File: config.mk
export PLATFORM = sky130hd
export DESIGN_NAME = mw_xlate
export DESIGN_NICKNAME = d
export VERILOG_FILES = /design/src/rtl/mw_pkg.sv /design/src/rtl/mw_regfile.sv /design/src/rtl/mw_window_cmp.sv /design/src/rtl/mw_prio_sel.sv /design/src/rtl/mw_xlate.sv
export SDC_FILE = /design/constraint.sdc
export NUM_CORES = 1
export LEC_CHECK = 0
export BUFFER_PORTS_ARGS = -buffer_cell sky130_fd_sc_hd__buf_2
export CAP_MARGIN = 5
export CELL_PAD_IN_SITES_DETAIL_PLACEMENT = 1
export CELL_PAD_IN_SITES_GLOBAL_PLACEMENT = 1
export CORE_MARGIN = 2
export CORE_UTILIZATION = 47
export DETAILED_ROUTE_END_ITERATION = 10
export HOLD_SLACK_MARGIN = 0.03
export PLACE_DENSITY_LB_ADDON = 0.1
export SLEW_MARGIN = 40
export SYNTH_ARGS = -nofsm -noshare
export SYNTH_HDL_FRONTEND = slang
export SYNTH_SLANG_ARGS = --single-unit
File: constraint.sdc
create_clock -name clk -period 7.6 [get_ports clk]
set_input_delay 1.52 -clock clk [delete_from_list [all_inputs] [get_ports clk]]
set_output_delay 1.52 -clock clk [all_outputs]
set_load 0.01 [all_outputs]
File: src/rtl/mw_pkg.sv
package mw_pkg;

    localparam int PG_SHIFT = 12;                  // 4 KB page granularity
    localparam int FIELD_W  = 12;                  // page field width
    localparam int HOST_AW  = FIELD_W + PG_SHIFT;  // host and card address width

    // bit positions of control attributes in the 16-bit field pairs
    localparam int WIDE_BIT = 15;   // start field
    localparam int WAIT_HI  = 15;   // stop field
    localparam int WAIT_LO  = 14;   // stop field
    localparam int ATTR_BIT = 14;   // offset field

    typedef struct packed {
        logic [15:0] start;
        logic [15:0] stop;
        logic [15:0] ofs;
    } win_regs_t;

    typedef struct packed {
        logic       wide;
        logic [1:0] wait_sel;
        logic       attr;
    } win_attr_t;

    function automatic logic [FIELD_W-1:0] page_of(input logic [15:0] f);
        return f[FIELD_W-1:0];
    endfunction

    function automatic win_attr_t attr_of(input win_regs_t r);
        win_attr_t a;
        a.wide     = r.start[WIDE_BIT];
        a.wait_sel = r.stop[WAIT_HI:WAIT_LO];
        a.attr     = r.ofs[ATTR_BIT];
        return a;
    endfunction

endpackage

File: src/rtl/mw_regfile.sv
module mw_regfile
    import mw_pkg::*;
#(
    parameter int         NWIN       = 5,
    parameter logic [7:0] REG_BASE   = 8'h10,
    parameter int         REG_STRIDE = 8,
    parameter logic [7:0] EN_ADDR    = 8'h06
) (
    input  logic                   clk,
    input  logic                   rst,
    input  logic                   we,
    input  logic [7:0]             addr,
    input  logic [7:0]             wdata,
    output win_regs_t [NWIN-1:0]   regs,
    output logic      [NWIN-1:0]   win_en
);

    for (genvar w = 0; w < NWIN; w++) begin : g_win
        localparam logic [7:0] BASE = 8'(int'(REG_BASE) + REG_STRIDE * w);
        win_regs_t r_q;

        always_ff @(posedge clk) begin
            if (rst) begin
                r_q <= '0;
            end else if (we) begin
                case (addr)
                    BASE:         r_q.start[7:0]  <= wdata;
                    BASE + 8'd1:  r_q.start[15:8] <= wdata;
                    BASE + 8'd2:  r_q.stop[7:0]   <= wdata;
                    BASE + 8'd3:  r_q.stop[15:8]  <= wdata;
                    BASE + 8'd4:  r_q.ofs[7:0]    <= wdata;
                    BASE + 8'd5:  r_q.ofs[15:8]   <= wdata;
                    default:      ;
                endcase
            end
        end

        assign regs[w] = r_q;
    end

    always_ff @(posedge clk) begin
        if (rst) begin
            win_en <= '0;
        end else if (we && addr == EN_ADDR) begin
            win_en <= wdata[NWIN-1:0];
        end
    end

endmodule

File: src/rtl/mw_window_cmp.sv
module mw_window_cmp
    import mw_pkg::*;
#(
    parameter int NWIN = 5
) (
    input  win_regs_t [NWIN-1:0] regs,
    input  logic      [NWIN-1:0] win_en,
    input  logic [FIELD_W-1:0]   host_page,
    output logic      [NWIN-1:0] match_vec
);

    for (genvar w = 0; w < NWIN; w++) begin : g_cmp
        logic [FIELD_W-1:0] lo_pg;
        logic [FIELD_W-1:0] hi_pg;
        assign lo_pg = page_of(regs[w].start);
        assign hi_pg = page_of(regs[w].stop);
        // an inverted window (hi < lo) cannot satisfy both bounds
        assign match_vec[w] = win_en[w] && (host_page >= lo_pg) && (host_page <= hi_pg);
    end

endmodule

File: src/rtl/mw_prio_sel.sv
module mw_prio_sel
    import mw_pkg::*;
#(
    parameter  int NWIN  = 5,
    localparam int IDX_W = $clog2(NWIN)
) (
    input  logic                 clk,
    input  logic                 rst,
    input  logic      [NWIN-1:0] match_vec,
    input  win_regs_t [NWIN-1:0] regs,
    input  logic [HOST_AW-1:0]   host_addr,
    output logic                 hit_q,
    output logic [IDX_W-1:0]     idx_q,
    output logic [HOST_AW-1:0]   card_q,
    output win_attr_t            attr_q
);

    logic [IDX_W-1:0]   sel;
    logic               any;
    win_regs_t          cur;
    logic [FIELD_W-1:0] card_pg;

    always_comb begin
        sel = '0;
        any = 1'b0;
        for (int w = NWIN - 1; w >= 0; w--) begin
            if (match_vec[w]) begin
                sel = IDX_W'(w);
                any = 1'b1;
            end
        end
    end

    assign cur     = regs[sel];
    assign card_pg = host_addr[HOST_AW-1:PG_SHIFT] + page_of(cur.ofs);

    always_ff @(posedge clk) begin
        if (rst || !any) begin
            hit_q  <= 1'b0;
            idx_q  <= '0;
            card_q <= '0;
            attr_q <= '0;
        end else begin
            hit_q  <= 1'b1;
            idx_q  <= sel;
            card_q <= {card_pg, host_addr[PG_SHIFT-1:0]};
            attr_q <= attr_of(cur);
        end
    end

endmodule

File: src/rtl/mw_xlate.sv
module mw_xlate
    import mw_pkg::*;
#(
    parameter  int         NWIN       = 5,
    parameter  logic [7:0] REG_BASE   = 8'h10,
    parameter  int         REG_STRIDE = 8,
    parameter  logic [7:0] EN_ADDR    = 8'h06,
    localparam int         IDX_W      = $clog2(NWIN)
) (
    input  logic               clk,
    input  logic               rst,
    input  logic               cfg_we,
    input  logic [7:0]         cfg_addr,
    input  logic [7:0]         cfg_wdata,
    input  logic [HOST_AW-1:0] host_addr,
    output logic               xl_hit,
    output logic [IDX_W-1:0]   xl_win,
    output logic [HOST_AW-1:0] xl_card_addr,
    output logic               xl_wide,
    output logic [1:0]         xl_wait,
    output logic               xl_attr
);

    win_regs_t [NWIN-1:0] regs;
    logic      [NWIN-1:0] win_en;
    logic      [NWIN-1:0] match_vec;
    win_attr_t            attr_q;

    mw_regfile #(
        .NWIN(NWIN), .REG_BASE(REG_BASE), .REG_STRIDE(REG_STRIDE), .EN_ADDR(EN_ADDR)
    ) u_regs (
        .clk(clk), .rst(rst), .we(cfg_we), .addr(cfg_addr), .wdata(cfg_wdata),
        .regs(regs), .win_en(win_en)
    );

    mw_window_cmp #(.NWIN(NWIN)) u_cmp (
        .regs(regs), .win_en(win_en),
        .host_page(host_addr[HOST_AW-1:PG_SHIFT]),
        .match_vec(match_vec)
    );

    mw_prio_sel #(.NWIN(NWIN)) u_sel (
        .clk(clk), .rst(rst), .match_vec(match_vec), .regs(regs),
        .host_addr(host_addr),
        .hit_q(xl_hit), .idx_q(xl_win), .card_q(xl_card_addr), .attr_q(attr_q)
    );

    assign xl_wide = attr_q.wide;
    assign xl_wait = attr_q.wait_sel;
    assign xl_attr = attr_q.attr;

endmodule

Word level (Yosys, flattened, before mapping)
Index checks and enable logic that the tools add are counted.
- bits of input ports: 43
- logic and storage cells: 136
- output and inout bits: 32
- bits in registers: 277
- reductions and logical operators: 43
- magnitude comparators: 11
- muxes and demuxes: 13
- add/subtract/negate cells: 1
- eq/ne operators: 31
- operator list (operator ; count):
    binary-select mux 48 bit (select 3 bit) ; 1
    equality test 8 x 6 -> 1 bit (second input constant) ; 18
    equality test 8 x 5 -> 1 bit (second input constant) ; 12
    greater-or-equal comparator 12 bit ; 5
    <= comparator 12 bit ; 5
    AND reduction 2 bit ; 30
    two-way mux 48 bit ; 1
    two-way mux 3 bit ; 5
    adder 12 bit ; 1
    logical AND 1 bit ; 11
    equality test 8 x 3 -> 1 bit (second input constant) ; 1
    two-way mux 1 bit ; 6
    less-than comparator 3 x 4 -> 1 bit (second input constant) ; 1
    logical NOT 1 bit ; 1
    logical OR 1 bit ; 1

Logic depth before layout (Yosys ltp)
- word-level depth: 11
- mapped depth: 27
- depth with buffers taken out: 26

Hierarchy
From an unflattened synthesis, not the netlist that was laid out.
- cells, all modules: 1515
- area total of the unflattened synthesis: 14771.7 sq um
- by module, submodules not included (module ; times used ; sequential area each (sq um) ; cells an instance ; area an instance (sq um)):
    mw_regfile ; 1 ; 4904.7 ; 850 ; 9853.2
    mw_window_cmp ; 1 ; 0.0 ; 417 ; 2965.3
    mw_prio_sel ; 1 ; 640.6 ; 248 ; 1953.1

Worst setup path before layout
OpenSTA, ideal clock, no wires.
- path kind: input port to flip-flop
- start: input port host_addr[12]
- end: register u_sel.card_q[22]
- data arrival time: 5.708 ns
- stages: 27
- path slack: 1.765 ns
- path buffers: 2
- library setup time: 0.128 ns
- data required time: 7.472 ns
- cells stage by stage: inv_1 > ha_1 > nor2b_1 > o211ai_1 > a211oi_1 > a2111oi_0 > o221a_2 > o211a_1 > buf_2 > clkbuf_1 > a211oi_1 > a211oi_1 > a21o_1 > ha_1 > inv_1 > fa_1 > nor2b_1 > o21ai_0 > a21boi_0 > o21ai_0 > a21boi_0 > o21ai_0 > nand2b_1 > a21o_1 > a21oi_1 > xor2_1 > nor2_1
- cells in the longest elaborated chain, start to end: 11
- elaborated cells on any way between the ends: 35
- classes of those cells: 1 x add/sub; 10 x order compare; 12 x mux; 12 x reduce/logical
- ends and longest elaborated chain (what ; RTL line ; source):
    start, declared ; mw_xlate.sv:15 ; input logic [HOST_AW-1:0] host_addr,
    greater-or-equal comparator 12 bit ; mw_window_cmp.sv:18 ; assign match_vec[w] = win_en[w] && (host_page >= lo_pg) && (host_page <= hi_pg);
    logical AND 1 bit (2 in series) ; mw_window_cmp.sv:18 ;
    two-way mux 3 bit (5 in series) ; mw_prio_sel.sv:27 ; if (match_vec[w]) begin
    binary-select mux 48 bit (select 3 bit) ; mw_prio_sel.sv:34 ; assign cur = regs[sel];
    two-way mux 48 bit (not written as such) ; mw_prio_sel.sv:34 ;
    adder 12 bit ; mw_prio_sel.sv:35 ; assign card_pg = host_addr[HOST_AW-1:PG_SHIFT] + page_of(cur.ofs);
    end signal, assigned ; mw_prio_sel.sv:46 ; card_q <= {card_pg, host_addr[PG_SHIFT-1:0]};
    end, declared ; mw_prio_sel.sv:14 ; output logic [HOST_AW-1:0] card_q,
Parallel ways exist; a longest one is shown, timed or not. The select of a mux whose other input is x is not followed.
A chain may end at the register's enable or synchronous reset.

Final worst setup path
- start: input port host_addr[12]
- end: register u_sel.card_q[23]
Same word-level chain as after synthesis.

==> reports/summary.md <==
• 0.385 — portion of the post-synthesis area used by sequential elements
• 17 — maximum fanout along the worst path
• 0 — DRC violation count after routing
• 0.440 — routing usage on met2
• 0 — number of enable flip-flop cells after synthesis
• 1762 — final instance count without filler cells
• 23 — number of cells traversed by the worst register-to-register path
• 0 — Slew Limit Fails
• u_sel.card_q[23] — capture instance of the worst register-to-register path
• u_sel.card_q[23] — end of the critical path
• 1708 — placed cells
• 1 — depth of the CTS H-tree
• 0.430 — sequential group share of total power
• flip-flop to flip-flop — class of the worst hold path
• 0.176 — share of cell area taken by muxes after synthesis
• 3 — buffer depth of the longest clock path
• built — CTS tree
• 6.13 nW — leakage dissipation
• 3009 — final-layout fill cell count
• 0.00474 mm^2 — area occupied by registers
• 0.0123 mm^2 — post-synthesis cell area
• 0 — hold_buf cts
• 166 um — Die Height
• 2.23 mW — internal power
• sky130_fd_sc_hd__clkbuf_16 — clock root cell
• 9986 — number of global-route vias before repair
• 0.00569 — Synth Area in XOR/XNOR
• 0.0259 mm^2 — core region area
• 0.231 — Switching Share
• sky130_fd_sc_hd__dfxtp_1 — most used flip-flop cell after synthesis
• 0.362 — GR met1 Demand/Resource
• 74 — PortBufs
• 454 — First DRT Iteration DRCs
• 0.835 — final worst path period share
• buf_2 -> inv_1 -> ha_1 -> nor2b_1 -> o211ai_1 -> a211oi_1 -> a2111oi_0 -> o221a_2 -> o211a_2 -> mux2_2 -> o21ai_0 -> o21ai_0 -> ha_1 -> a21o_1 -> a21oi_1 -> o21ai_0 -> a21oi_1 -> o21ai_0 -> a21oi_1 -> o21ai_0 -> a21o_1 -> a21oi_1 -> o21a_1 -> nor3_1 — CP cell instances
• 45 — Netlist cell types
• 0 — post_cts resized
• 158 MHz — Max Fclk
• 0 ns — Total Neg Setup Slack
• 0 — number of warnings printed during yosys synthesis
• compound AO/OA/AOI/OAI gates — family of cells with the greatest summed delay on the critical path
• 668 uW — switching power summed over all nets
• 0.00686 mm^2 — area of the multi-input gates
• 0.827 — Placer Congestion
• 0.0275 mm^2 — overall die area
• 56.9 mm — first-pass GRT wire length
• false — setup repair after global routing missed its margin
• primary input to flip-flop — category of the most critical setup path
• host_addr[12] — critical path launch point
• 0.06 ns — clock slew at the register clock pins of the worst setup and hold paths
• 0.505 — Clk pwr share
• 24.2 mm — half-perimeter wire length after placement
• 0.55 ns — clock latency at the later pin of the worst-skew pair
• multiplexers — largest family of logic cells by synthesized area
• 0 — final setup violation count
• 166 um — floorplan die width
• sky130_fd_sc_hd__o211a_2 — worst-path cell with the longest stage delay
• flip-flop — nature of the critical path endpoint
• met2 — global routing's busiest layer
• 6.75 ns — arrival time at the worst endpoint
• 1363 — number of instances in the synthesized netlist
• sky130_fd_sc_hd__o21ai_0 — most numerous cell on the critical path
• 20.6 um — routed length per instance
• 0 — Post-CTS Setup Bufs
• 1578 — final net count
• 6.35 ns — Tmin final
• 207 mW/mm^2 — power per unit of standard cell area
• 0 — max cap viols
• 75 — # IOs
• 5 — first-pass iteration count of the detailed router
• 0.151 — share of synthesized cell area in and, or, nand and nor gates
• 0.0155 ns — post-route clock skew
• 0.000158 V — worst voltage drop across the vdd grid
• 0 — residual antenna-violating net count after detailed routing
• 237 — count of clock tree sinks
• 0.0279 — met3 Track Usage GR
• 0.861 ns — worst slew pin tran
• 9.04 um^2 — post-synthesis average cell area
• 24 — depth of the critical timing path with buffers and inverters included
• 28 — total clock buffers created by CTS
• 0 — Final Hold Violating Endpoints
• 9721 — total via count after detailed routing
• finished clean — status
• 59 — Std-Cell Rows
• 0.065 — Comb pwr share
• 0.475 — Initial Utilization
• 36.3 mm — Routed Wire Length
• 0.426 — Max-slew headroom
• 122 — largest net degree at the start of global routing
• 0.103 — proportion of layout cells with a drive suffix above 1
• 0 — share of flip-flops with an asynchronous set or reset after synthesis
• 1538 — synthesized netlist net count
• 0.0872 — fraction of the mapped netlist area in compound gates
• 0.261 — All-Layer GR Usage
• u_regs.regs[161] — startpoint of the most critical register-to-register path
• 0.135 — post-synthesis adder-cell area fraction
• 2.30 ns — worst setup slack for register-to-register paths
• 0.538 — final standard cell utilization of the core
• primary input — crit start category
• 13.3% — Area growth syn-to-layout
• 2 — initial antenna violation count
• 5.52 — vias per cell
• 2 — count of buffer and inverter cells on the critical path
• 8.00 ns — critical path data required time
• 0 — overflow left after global routing
• 0.49 ns — Slowest Stage Delay on Critical Path
• 237 — Seq cells post-synth
-- power groups by stage --
stage / Combinational [mW] / Sequential, mW / Clock [mW]
final: 0.188 / 1.24 / 1.46
after floorplan: 0.105 / 1.27 / 0
after global routing: 0.207 / 1.24 / 1.54
after global placement: 0.177 / 1.27 / 0
after detailed placement: 0.185 / 1.27 / 0
after CTS: 0.187 / 1.24 / 1.49
-- registers in the layout, indices dropped and copies added, names as in the netlist --
name	flops
u_regs.win_en	5
u_sel.attr_q	4
u_sel.idx_q	3
u_sel.card_q	24
u_regs.regs	200
u_sel.hit_q	1
-- how the worst min path moves through the flow --
stage,endpoint,cells after the start,slack [ns],from
floorplan,u_sel.attr_q[2],2,0.43,u_regs.regs[223]
global placement,u_regs.regs[83],2,0.44,u_regs.regs[83]
detailed placement,u_regs.regs[85],2,0.45,u_regs.regs[85]
CTS,u_regs.regs[85],2,0.46,u_regs.regs[85]
global route,u_regs.regs[84],2,0.48,u_regs.regs[84]
finish,u_regs.regs[85],2,0.46,u_regs.regs[85]
-- cells in the mapped netlist (4+ instances only) --
cell type / number / share of area
sky130_fd_sc_hd__dfxtp_1: 237 / 0.39
sky130_fd_sc_hd__nor2_1: 221 / 0.067
sky130_fd_sc_hd__mux2i_1: 214 / 0.17
sky130_fd_sc_hd__ha_1: 131 / 0.13
sky130_fd_sc_hd__inv_1: 121 / 0.037
sky130_fd_sc_hd__clkbuf_1: 64 / 0.020
sky130_fd_sc_hd__a21oi_1: 60 / 0.024
sky130_fd_sc_hd__nand2_1: 49 / 0.015
sky130_fd_sc_hd__a211oi_1: 35 / 0.021
sky130_fd_sc_hd__nor2b_1: 35 / 0.018
sky130_fd_sc_hd__a21o_1: 26 / 0.016
sky130_fd_sc_hd__o21ai_0: 25 / 0.010
sky130_fd_sc_hd__nor3_1: 21 / 0.0085
sky130_fd_sc_hd__nand3_1: 19 / 0.0077
sky130_fd_sc_hd__nand4_1: 19 / 0.0097
sky130_fd_sc_hd__and2_1: 14 / 0.0071
sky130_fd_sc_hd__nand2b_1: 8 / 0.0041
sky130_fd_sc_hd__xnor2_1: 6 / 0.0043
sky130_fd_sc_hd__o211ai_1: 5 / 0.0030
sky130_fd_sc_hd__a211o_1: 4 / 0.0028
sky130_fd_sc_hd__nor3b_1: 4 / 0.0024
-- stage by stage --
stage	power [mW]	setup slack, ns	instance area (um^2)	hold slack (ns)
3_5_place_dp	1.46	0.796	12900	0.452
3_3_place_gp	1.45	0.962	12900	0.444
2_1_floorplan	1.38	1.76	12300	0.432
6_report	2.89	1.25	14000	0.458
5_1_grt	2.99	0.676	13900	0.480
4_1_cts	2.92	1.28	13900	0.460
-- layout by cell type, fill, tap and decap left out, types with 14 or more instances in the layout --
cell type	synthesis	layout
sky130_fd_sc_hd__a211oi_1	35	35
sky130_fd_sc_hd__a21o_1	26	26
sky130_fd_sc_hd__a21oi_1	60	60
sky130_fd_sc_hd__and2_1	14	14
sky130_fd_sc_hd__buf_2	3	71
sky130_fd_sc_hd__clkbuf_16	0	29
sky130_fd_sc_hd__dfxtp_1	237	237
sky130_fd_sc_hd__ha_1	131	131
sky130_fd_sc_hd__inv_1	121	121
sky130_fd_sc_hd__mux2i_1	214	214
sky130_fd_sc_hd__nand2_1	49	49
sky130_fd_sc_hd__nand3_1	19	19
sky130_fd_sc_hd__nand4_1	19	19
sky130_fd_sc_hd__nor2_1	221	219
sky130_fd_sc_hd__nor2b_1	35	32
sky130_fd_sc_hd__nor3_1	21	19
sky130_fd_sc_hd__o21ai_0	25	25
-- cells by family (layout without fill, tap and decap cells) --
family,count (synthesis),count (layout)
fa+ha+maj,132,132
simple gates,407,407
compound gates,170,170
mux,216,216
other cells,0,3
xor+xnor,8,8
flops,237,237
buf+inv,193,254
-- worst register-to-register path, stage by stage (launching register included) --
cell                        delay (ns)
sky130_fd_sc_hd__dfxtp_1          0.33
sky130_fd_sc_hd__inv_1            0.04
sky130_fd_sc_hd__ha_1             0.28
sky130_fd_sc_hd__nor2b_1          0.14
sky130_fd_sc_hd__o211ai_1         0.19
sky130_fd_sc_hd__a211oi_1         0.11
sky130_fd_sc_hd__a2111oi_0        0.45
sky130_fd_sc_hd__o221a_2          0.33
sky130_fd_sc_hd__o211a_2          0.49
sky130_fd_sc_hd__mux2_2           0.39
sky130_fd_sc_hd__o21ai_0          0.13
sky130_fd_sc_hd__o21ai_0          0.14
sky130_fd_sc_hd__ha_1             0.30
sky130_fd_sc_hd__a21o_1           0.18
sky130_fd_sc_hd__a21oi_1          0.23
sky130_fd_sc_hd__o21ai_0          0.11
sky130_fd_sc_hd__a21oi_1          0.22
sky130_fd_sc_hd__o21ai_0          0.11
sky130_fd_sc_hd__a21oi_1          0.22
sky130_fd_sc_hd__o21ai_0          0.17
sky130_fd_sc_hd__a21o_1           0.20
sky130_fd_sc_hd__a21oi_1          0.19
sky130_fd_sc_hd__o21a_1           0.15
sky130_fd_sc_hd__nor3_1           0.05
-- cell type report --
cell class                      count  share of cell area
Multi-Input combinational cell    933               0.492
Sequential cell                   237               0.340
Clock buffer                       44              0.0632
Inverter                          121              0.0326
Timing Repair Buffer               82              0.0322
Tap cell                          335              0.0300
Clock inverter                      7             0.00969
Antenna cell                        3            0.000538
-- metal layers --
| metal | routed length, um | vias to the layer above |
|---|---|---|
| met1 | 17300 | 4825 |
| met3 | 1200 | 43 |
| met4 | 659 | 0 |
| li1 | - | 4711 |
| met5 | 0 | - |
| met2 | 17100 | 142 |
Note: power is estimated with default switching activity, not from simulation.
